--- src/rtl/nsb_pkg.sv ---
package nsb_pkg;

    // Run controller states
    typedef enum logic [1:0] {
        ST_IDLE  = 2'd0,   // no run
        ST_HOLD  = 2'd1,   // run active, waiting for FIFO room/data or count end
        ST_REQ   = 2'd2,   // access presented to the access engine
        ST_DRAIN = 2'd3    // count done, settling the FIFO
    } nsb_state_e;

endpackage

--- src/rtl/nsb_fifo.sv ---
module nsb_fifo #(
    parameter int W     = 16,
    parameter int DEPTH = 32,
    localparam int AW   = $clog2(DEPTH),
    localparam int LW   = $clog2(DEPTH + 1)
) (
    input  logic          clk,
    input  logic          rst_n,
    input  logic          clr,
    input  logic          push,
    input  logic [W-1:0]  push_data,
    input  logic          pop,
    output logic [W-1:0]  head,
    output logic [LW-1:0] level
);

    localparam logic [AW-1:0] LAST_IDX = AW'(DEPTH - 1);
    localparam logic [LW-1:0] FULL_LVL = LW'(DEPTH);

    logic [W-1:0]  mem [DEPTH];
    logic [AW-1:0] wp_q, rp_q;
    logic          do_push, do_pop;

    assign do_push = push && (level != FULL_LVL);
    assign do_pop  = pop && (level != '0);
    assign head    = mem[rp_q];

    always_ff @(posedge clk) begin
        if (do_push && !clr) begin
            mem[wp_q] <= push_data;
        end
    end

    always_ff @(posedge clk or negedge rst_n) begin
        if (!rst_n) begin
            wp_q  <= '0;
            rp_q  <= '0;
            level <= '0;
        end else if (clr) begin
            wp_q  <= '0;
            rp_q  <= '0;
            level <= '0;
        end else begin
            if (do_push) wp_q <= (wp_q == LAST_IDX) ? '0 : wp_q + 1'b1;
            if (do_pop)  rp_q <= (rp_q == LAST_IDX) ? '0 : rp_q + 1'b1;
            unique case ({do_push, do_pop})
                2'b10:   level <= level + 1'b1;
                2'b01:   level <= level - 1'b1;
                default: level <= level;
            endcase
        end
    end

endmodule

--- src/rtl/nsb_flow.sv ---
module nsb_flow #(
    parameter int DEPTH = 32,
    localparam int LW   = $clog2(DEPTH + 1)
) (
    input  logic          clk,
    input  logic          rst_n,
    input  logic          busy,
    input  logic          wr_mode,
    input  logic [LW-1:0] level,
    input  logic [LW-1:0] irq_thr,
    input  logic [LW-1:0] dma_size,
    input  logic          xfer,
    output logic          irq,
    output logic          dma_req
);

    localparam logic [LW-1:0] FULL_LVL = LW'(DEPTH);

    logic [LW-1:0] avail;
    logic [LW-1:0] cnt_q;
    logic          act_q;

    // Usable amount for the host: entries to read, or slots to write
    assign avail   = wr_mode ? (FULL_LVL - level) : level;
    assign dma_req = act_q;

    always_ff @(posedge clk or negedge rst_n) begin
        if (!rst_n) begin
            irq   <= 1'b0;
            act_q <= 1'b0;
            cnt_q <= '0;
        end else begin
            irq <= busy && (irq_thr != '0) && (avail >= irq_thr);
            if (!busy || dma_size == '0) begin
                act_q <= 1'b0;
                cnt_q <= '0;
            end else if (!act_q) begin
                act_q <= (avail >= dma_size);
                cnt_q <= '0;
            end else if (xfer) begin
                if (cnt_q == dma_size - 1'b1) begin
                    act_q <= 1'b0;
                    cnt_q <= '0;
                end else begin
                    cnt_q <= cnt_q + 1'b1;
                end
            end
        end
    end

endmodule

--- src/rtl/nand_stream_buffer.sv ---
module nand_stream_buffer
    import nsb_pkg::*;
#(
    parameter int DATA_W     = 16,
    parameter int FIFO_DEPTH = 32,
    parameter int CNT_W      = 14,
    parameter int CS_W       = 3,
    localparam int LVL_W     = $clog2(FIFO_DEPTH + 1)
) (
    input  logic              clk,
    input  logic              rst_n,
    input  logic              start,
    input  logic              write_mode,
    input  logic [CS_W-1:0]   target_cs,
    input  logic              dev_wide,
    input  logic [CNT_W-1:0]  total_bytes,
    input  logic [LVL_W-1:0]  irq_level,
    input  logic [LVL_W-1:0]  dma_burst,
    input  logic              host_push,
    input  logic [DATA_W-1:0] host_wdata,
    input  logic              host_pop,
    output logic [DATA_W-1:0] host_rdata,
    output logic              dev_req,
    output logic [CS_W-1:0]   dev_cs,
    output logic              dev_write,
    output logic [DATA_W-1:0] dev_wdata,
    input  logic              dev_ack,
    input  logic [DATA_W-1:0] dev_rdata,
    output logic              busy,
    output logic [CNT_W-1:0]  remaining,
    output logic [LVL_W-1:0]  fifo_level,
    output logic              irq,
    output logic              dma_req
);

    localparam int HALF_W              = DATA_W / 2;
    localparam logic [LVL_W-1:0] FULL_LVL = LVL_W'(FIFO_DEPTH);
    localparam logic [HALF_W-1:0] ZERO_HALF = '0;

    nsb_state_e         state_q, state_d;
    logic               mode_q;        // 1 = posting
    logic               wide_q;
    logic [CS_W-1:0]    cs_q;
    logic [CNT_W-1:0]   rem_q;
    logic               half_q;        // narrow device: low half of entry done
    logic [HALF_W-1:0]  lo_q;

    logic               start_ok, accepting, can_go, ack, last_byte, entry_done;
    logic [1:0]         step;
    logic               push_ok, pop_ok, eng_push, eng_pop;
    logic               f_push, f_pop, f_clr;
    logic [DATA_W-1:0]  f_push_data, eng_push_data, f_head;
    logic [LVL_W-1:0]   level;

    // ---------------- control decode ----------------
    assign start_ok   = (state_q == ST_IDLE) && start && (total_bytes != '0);
    assign accepting  = (state_q == ST_HOLD) || (state_q == ST_REQ);
    assign ack        = (state_q == ST_REQ) && dev_ack;
    assign last_byte  = (rem_q == CNT_W'(1));
    assign step       = (wide_q && !last_byte) ? 2'd2 : 2'd1;
    assign entry_done = wide_q || half_q || last_byte;
    assign can_go     = mode_q ? (level != '0) : (level != FULL_LVL);

    // Host side, each gated so misdirected transfers are dropped
    assign push_ok = accepting && mode_q && host_push && (level != FULL_LVL);
    assign pop_ok  = (state_q != ST_IDLE) && !mode_q && host_pop && (level != '0);

    // Engine side of the FIFO
    assign eng_push = ack && !mode_q && entry_done;
    assign eng_pop  = ack && mode_q && entry_done;

    always_comb begin
        if (wide_q) begin
            eng_push_data = last_byte ? {ZERO_HALF, dev_rdata[HALF_W-1:0]} : dev_rdata;
        end else if (half_q) begin
            eng_push_data = {dev_rdata[HALF_W-1:0], lo_q};
        end else begin
            eng_push_data = {ZERO_HALF, dev_rdata[HALF_W-1:0]};
        end
    end

    assign f_push      = push_ok || eng_push;
    assign f_push_data = mode_q ? host_wdata : eng_push_data;
    assign f_pop       = pop_ok || eng_pop;
    assign f_clr       = start_ok || ((state_q == ST_DRAIN) && mode_q);

    nsb_fifo #(
        .W     (DATA_W),
        .DEPTH (FIFO_DEPTH)
    ) fifo_i (
        .clk       (clk),
        .rst_n     (rst_n),
        .clr       (f_clr),
        .push      (f_push),
        .push_data (f_push_data),
        .pop       (f_pop),
        .head      (f_head),
        .level     (level)
    );

    nsb_flow #(
        .DEPTH (FIFO_DEPTH)
    ) flow_i (
        .clk      (clk),
        .rst_n    (rst_n),
        .busy     (busy),
        .wr_mode  (mode_q),
        .level    (level),
        .irq_thr  (irq_level),
        .dma_size (dma_burst),
        .xfer     (push_ok || pop_ok),
        .irq      (irq),
        .dma_req  (dma_req)
    );

    // ---------------- state register and run context ----------------
    always_ff @(posedge clk or negedge rst_n) begin
        if (!rst_n) begin
            state_q <= ST_IDLE;
            mode_q  <= 1'b0;
            wide_q  <= 1'b0;
            cs_q    <= '0;
            rem_q   <= '0;
            half_q  <= 1'b0;
            lo_q    <= '0;
        end else begin
            state_q <= state_d;
            if (start_ok) begin
                mode_q <= write_mode;
                wide_q <= dev_wide;
                cs_q   <= target_cs;
                rem_q  <= total_bytes;
                half_q <= 1'b0;
            end else if (ack) begin
                rem_q <= rem_q - {{(CNT_W-2){1'b0}}, step};
                if (!wide_q) begin
                    if (entry_done) begin
                        half_q <= 1'b0;
                    end else begin
                        half_q <= 1'b1;
                        lo_q   <= dev_rdata[HALF_W-1:0];
                    end
                end
            end
        end
    end

    // ---------------- next state ----------------
    always_comb begin
        state_d = state_q;
        unique case (state_q)
            ST_IDLE:  if (start_ok) state_d = ST_HOLD;
            ST_HOLD: begin
                if (rem_q == '0)  state_d = ST_DRAIN;
                else if (can_go)  state_d = ST_REQ;
            end
            ST_REQ:   if (dev_ack) state_d = ST_HOLD;
            ST_DRAIN: if (mode_q || level == '0) state_d = ST_IDLE;
            default:  state_d = ST_IDLE;
        endcase
    end

    // ---------------- outputs ----------------
    always_comb begin
        busy       = (state_q != ST_IDLE);
        dev_req    = (state_q == ST_REQ);
        dev_cs     = cs_q;
        dev_write  = mode_q;
        remaining  = rem_q;
        fifo_level = level;
        host_rdata = f_head;
        if (wide_q) begin
            dev_wdata = f_head;
        end else begin
            dev_wdata = {ZERO_HALF, half_q ? f_head[DATA_W-1:HALF_W] : f_head[HALF_W-1:0]};
        end
    end

endmodule

--- config.mk ---
export PLATFORM = sky130hd
export DESIGN_NAME = nand_stream_buffer
export DESIGN_NICKNAME = d
export VERILOG_FILES = /design/src/rtl/nsb_pkg.sv /design/src/rtl/nsb_fifo.sv /design/src/rtl/nsb_flow.sv /design/src/rtl/nand_stream_buffer.sv
export SDC_FILE = /design/constraint.sdc
export NUM_CORES = 1
export LEC_CHECK = 0
export ABC_AREA = 1
export CELL_PAD_IN_SITES_DETAIL_PLACEMENT = 1
export CELL_PAD_IN_SITES_GLOBAL_PLACEMENT = 2
export CORE_MARGIN = 4
export CORE_UTILIZATION = 40
export DETAILED_ROUTE_END_ITERATION = 8
export PLACE_DENSITY = 0.75
export SLEW_MARGIN = 40
export SYNTH_ARGS = -nofsm -noshare
export SYNTH_HDL_FRONTEND = slang
export SYNTH_SLANG_ARGS = --single-unit
export TNS_END_PERCENT = 100
--- constraint.sdc ---
create_clock -name clk -period 5.3 [get_ports clk]
set_input_delay 1.06 -clock clk [delete_from_list [all_inputs] [get_ports clk]]
set_output_delay 1.06 -clock clk [all_outputs]
set_load 0.01 [all_outputs]
Word-level counts from Yosys, hierarchy flattened --
Memories as Yosys holds them, arrays and structs flattened. Index checks and enable logic that the tools add are counted.
Storage, ports and cells: bits in writable memories 512, bits in registers 54, memories kept 1, bits in read-only memories 0, word-level logic and storage cells 130, bits in latches 0
Memories:
- fifo_i.mem | words 32, bits a word 16, rd ports 1, clocked after memory_dff 0, wr ports 1, line nsb_fifo.sv:20 | logic [W-1:0] mem [DEPTH];
Cells by class: divide/modulo/power cells 0, add/sub/neg operators 8, reduce and logical (&&, ||, !) cells 48, muxes and demuxes 39, bitwise operators 3, shifts and indexed selects 0, equality and inequality tests 16, multiply operators 0, magnitude comparators 2
Operator list (count):
- $mux 16 | 5
- $mux 6 | 6
- $mux 5 | 6
- $mux 14 | 2
- $logic_and 1x1->1 | 20
- $eq 14x1->1 const B | 1
- $logic_not 14->1 | 1
- $reduce_bool 14->1 | 1
- $sub 14x2->14 | 1
- $add 6x1->6 const B | 2
- $ge 6x6->1 | 2
- $logic_not 6->1 | 2
- $mux 2 | 6
- $pmux 6 s2 | 1
- $reduce_bool 6->1 | 2
- $sub 6x1->6 const B | 2
- $mux 1 | 11
- $add 5x1->5 const B | 2
- $eq 5x5->1 const B | 2
- $logic_or 1x1->1 | 9
- $mux 8 | 1
- $pmux 2 s4 | 1
- $reduce_and 4->1 | 2
- $reduce_bool 2->1 | 4
- other kinds (13) | 24

Depth between registers and ports, before layout --
word-level depth 10, mapped depth 23, mapped depth without buffers 23

Hierarchy --
Synthesis repeated with hierarchy kept, for this count alone.
Unflattened totals: cells, all modules 2143, area total of the unflattened synthesis 24420.9 sq um
Modules (own cells, without submodules):
- nsb_fifo | area an instance 20940.1 sq um, instances 1, cells each 1597
- nand_stream_buffer | area an instance 2356.0 sq um, instances 1, cells each 380
- nsb_flow | area an instance 1124.8 sq um, instances 1, cells each 166

Least setup slack after synthesis --
No wires, ideal clock.
kind in2reg, start input total_bytes[6], end memory fifo_i.mem[0][0], enable pin, setup slack 2.196 ns, data required time 4.912 ns, setup time 0.388 ns, stages on the path 8, arrival 2.715 ns, cell sequence or2_0 > nor3_1 > nand2_1 > nand2_4 > nand2_4 > nor2_8 > nand2_2 > nor2_1
On the way: word-level cells in the longest chain between the ends 7
Ends and longest elaborated chain:
- from (decl) | line nand_stream_buffer.sv:16 | input logic [CNT_W-1:0] total_bytes,
- $reduce_bool 14->1 | line nand_stream_buffer.sv:56 | assign start_ok = (state_q == ST_IDLE) && start && (total_bytes != '0);
- $logic_and 1x1->1 | line nand_stream_buffer.sv:56
- $logic_or 1x1->1 | line nand_stream_buffer.sv:85 | assign f_clr = start_ok || ((state_q == ST_DRAIN) && mode_q);
- $logic_not 1->1 | line nsb_fifo.sv:29 | if (do_push && !clr) begin
- $logic_and 1x1->1 | line nsb_fifo.sv:29
- $mux 1 | line nsb_fifo.sv:29
- $mux 1 (not written as such) | line nsb_fifo.sv:30 | mem[wp_q] <= push_data;
- to (decl) | line nsb_fifo.sv:20
No other way between the ends.

Worst setup path after layout --
start register fifo_i.rp_q[0], end output dev_wdata[2]
On the way: word-level cells in the longest chain between the ends 3
Ends and longest elaborated chain:
- from (decl) | line nsb_fifo.sv:21 | logic [AW-1:0] wp_q, rp_q;
- from (signal assigned) | line nsb_fifo.sv:45 | if (do_pop) rp_q <= (rp_q == LAST_IDX) ? '0 : rp_q + 1'b1;
- $mem_v2 32x16 (*)
- $mux 8 | line nand_stream_buffer.sv:175 | dev_wdata = {ZERO_HALF, half_q ? f_head[DATA_W-1:HALF_W] : f_head[HALF_W-1:0]};
- $mux 16 (*) | line nand_stream_buffer.sv:172 | if (wide_q) begin
- to (decl) | line nand_stream_buffer.sv:26 | output logic [DATA_W-1:0] dev_wdata,
Every way passes the cells marked *; elsewhere a longest branch is shown, timed or not.

==> results.txt <==
Fin worst setup slack -> 0.378 ns
Yosys Warn Count -> 0
CP endpoint -> dev_wdata[2]
Count of unique library cells instantiated by Yosys -> 52
Critical Path Source Type -> register
Post-CTS setup buffer count -> 0
Routed wire length -> 74200 microns
Mapped cell area -> 24900 sq um
Sequential share of the synthesized area -> 67.2%
CP endpoint kind -> output pin
Core footprint -> 61700 sq um
Number of global-route vias before repair -> 18665
CTS Buf Count -> 59
R2R Path Start -> fifo_i.level[0]$_DFFE_PN0P_
Resized cells post-CTS -> 0
Final GP Congestion -> 0.790
Post-DP HPWL -> 44700 microns
Primary FF master, synth -> edfxtp_1
Clock Latency Late Sink -> 0.63 ns
Most used cell, CP -> nand3_1
Reg2reg end -> fifo_i.mem[22][0]$_DFFE_PP_
R2R Setup Slk -> 2.04 ns
Area growth syn-to-layout -> 16.6%
Setup violators final -> 0
Min cycle time layout -> 4.92 ns
Chip width -> 257 microns
Final hold vios -> 0
Area contributors post-synth -> edfxtp_1 62%, nor2_1 6.4%, dfrtp_1 5.4%
# diodes -> 0
Worst-path fanout max -> 96
Max clock buf depth -> 3
Final nets -> 2464
Clock Sinks -> 566
Final worst path period share -> 92.9%
Number of I/O pins -> 129
Initial antenna violation count -> 1
Overflow after GRT -> 0
Yosys top cell area share -> 61.8%
Setup TNS -> 0 ns
RSZ-0062 raised after global routing -> false
Most instantiated library cell after synthesis -> edfxtp_1
Router iterations before antenna repair -> 5
CTS Root Cell -> clkbuf_16
Layout cells sized above 1 -> 8.77%
Normalized max-slew margin -> 43.2%
Pwr Density -> 528 nW/um^2
Crit path kind -> register to output pin
CTS Hold Buffers Added -> 0
Place WS -> 1.01 ns
Max stage delay on crit path -> 0.70 ns
Asr flop ratio synth -> 9.54%
Routed WL per cell -> 22.9 microns
Maximum VDD drop -> 0.000297 V
Syn Inst Count -> 2218
Initial Utilization -> 40.3%
PortBufs -> 128
Syn_nets -> 2322
Critical Path Source -> fifo_i.rp_q[0]$_DFFE_PN0P_
Area leader, netlist -> edfxtp_1
Syn Area/Cell -> 11.2 sq um
Clock skew -> 0.0284 ns
Register bit total from synthesis -> 566
Max frequency -> 203 MHz
Slew Viols, Final -> 0
Slew at the pin with the worst max-slew slack -> 0.847 ns
Lkg Pwr -> 0.0104 uW
Die area -> 66300 sq um
Largest net degree at the start of global routing -> 112
First-pass GRT wire length -> 113000 microns
Antenna viol nets, final -> 0
Crit-path cells -> inv_6 > buf_12 > o21ai_0 > o211ai_1 > nand3_1 > nand3_1 > nand3_1 > nand2_1 > clkdlybuf4s50_1
Worst hold path class -> register to register
CP max stage cell -> dfrtp_4
# rows -> 91
Reg2Reg Depth -> 12
DR vias/cell -> 5.46
Clk slew on worst S/H paths -> 0.06 ns
CTS HTree Levels -> 2
EDFF count, synth -> 512
DR vias -> 17688
Max-cap viol count -> 0
Worst Path Arrival -> 3.86 ns
Chip Height -> 257 microns
# DRC -> 0
Crit path required time -> 4.24 ns
GR Util All Layers -> 22.2%
1st-iter DRT viols -> 1187
Synth top cells by count -> 512 x edfxtp_1, 424 x nor2_1, 293 x nand2_1, 251 x o21ai_0, 123 x nand3_1
CTS tree -> done
Status -> complete, no violations
-- worst min path at each step --
stage	from	cells after the start	end	slack (ns)
finish	dev_cs[2]$_DFFE_PN0P_	2	dev_cs[2]$_DFFE_PN0P_	0.49
global route	dev_cs[2]$_DFFE_PN0P_	2	dev_cs[2]$_DFFE_PN0P_	0.51
CTS	dev_cs[2]$_DFFE_PN0P_	2	dev_cs[2]$_DFFE_PN0P_	0.49
detailed placement	dev_cs[2]$_DFFE_PN0P_	2	dev_cs[2]$_DFFE_PN0P_	0.48
global placement	dev_cs[1]$_DFFE_PN0P_	2	dev_cs[1]$_DFFE_PN0P_	0.47
floorplan	lo_q[5]$_DFFE_PN0P_	2	lo_q[5]$_DFFE_PN0P_	0.49
-- report_power, final --
group	internal, uW	leakage [uW]	switching, uW
Clock	2240	0.000881	1700
Sequential	5800	0.00531	214
Combinational	1740	0.00420	3630
Total	9780	0.0104	5540
-- worst max-delay path: cells and delay by family, from the launching register on --
family          cells  cell delay [ns]
buf+inv             3             1.50
compound gates      2             0.34
simple gates        4             0.57
flops               1             0.70
-- placed cells by master (no fill, tap or decap), drive strengths merged, types with 2 or more instances in the layout --
cell type,Yosys,routed
fa,2,2
a21oi,29,29
xnor2,4,4
buf,73,78
clkbuf,51,79
o211ai,71,71
dfrtp,54,54
clkinv,4,25
nand3b,2,2
nand4,10,10
o21ai,328,328
inv,82,84
or2,6,6
o22ai,48,48
o221ai,3,3
ha,33,33
nand3,124,124
edfxtp,512,512
xor2,16,16
clkdlybuf4s50,0,127
bufinv,0,3
and2,9,9
nand2,308,308
nor3,7,7
nor2,431,431
a31oi,2,2
-- cell type report --
| cell class | count | area (sq um) |
|---|---|---|
| Sequential cell | 566 | 16700 |
| Tap cell | 837 | 1050 |
| Inverter | 86 | 335 |
| Clock buffer | 79 | 1590 |
| Fill cell | 6612 | 32700 |
| Clock inverter | 27 | 215 |
| Multi-Input combinational cell | 1442 | 7190 |
| Timing Repair Buffer | 205 | 1920 |
-- routing by layer --
layer,up-vias,GRT usage [%],wire (microns)
li1,8137,-,-
met1,9059,30.0,32800
met2,385,37.4,36000
met3,107,3.03,3070
met4,0,6.83,2270
met5,-,0,0
-- sequential cells by signal, indices dropped and copies added, names as in the netlist --
signal	cells
fifo_i.mem	512
remaining	14
lo_q	8
fifo_i.level	6
flow_i.cnt_q	6
fifo_i.rp_q	5
fifo_i.wp_q	5
dev_cs	3
state_q	2
dev_write	1
flow_i.dma_req	1
flow_i.irq	1
half_q	1
wide_q	1
-- cells by family (layout without fill, tap and decap cells) --
family,after synthesis,in the layout,synth area share (%)
AO/OA/AOI/OAI,488,488,11.0
multiplexers,1,1,0.0402
adder cells (fa/ha/maj),35,35,1.82
XOR/XNOR,21,21,0.794
flip-flops,566,566,67.2
AND/OR/NAND/NOR,897,897,14.9
buffers and inverters,210,397,4.24
-- metrics by stage --
stage | area, sq um | hold slack (ns) | utilization (%) | cells | total power (uW)
6_report | 29000 | 0.485 | 47.0 | 3242 | 15300
5_1_grt | 29000 | 0.511 | 47.0 | 3242 | 16300
4_1_cts | 29000 | 0.489 | 47.0 | 3242 | 15500
3_5_place_dp | 27200 | 0.477 | 44.1 | 3136 | 11500
3_3_place_gp | 27200 | 0.470 | 44.1 | 3136 | 11300
2_1_floorplan | 24900 | 0.486 | - | 2218 | 9270
No activity file was read; power rests on OpenSTA's default activity.
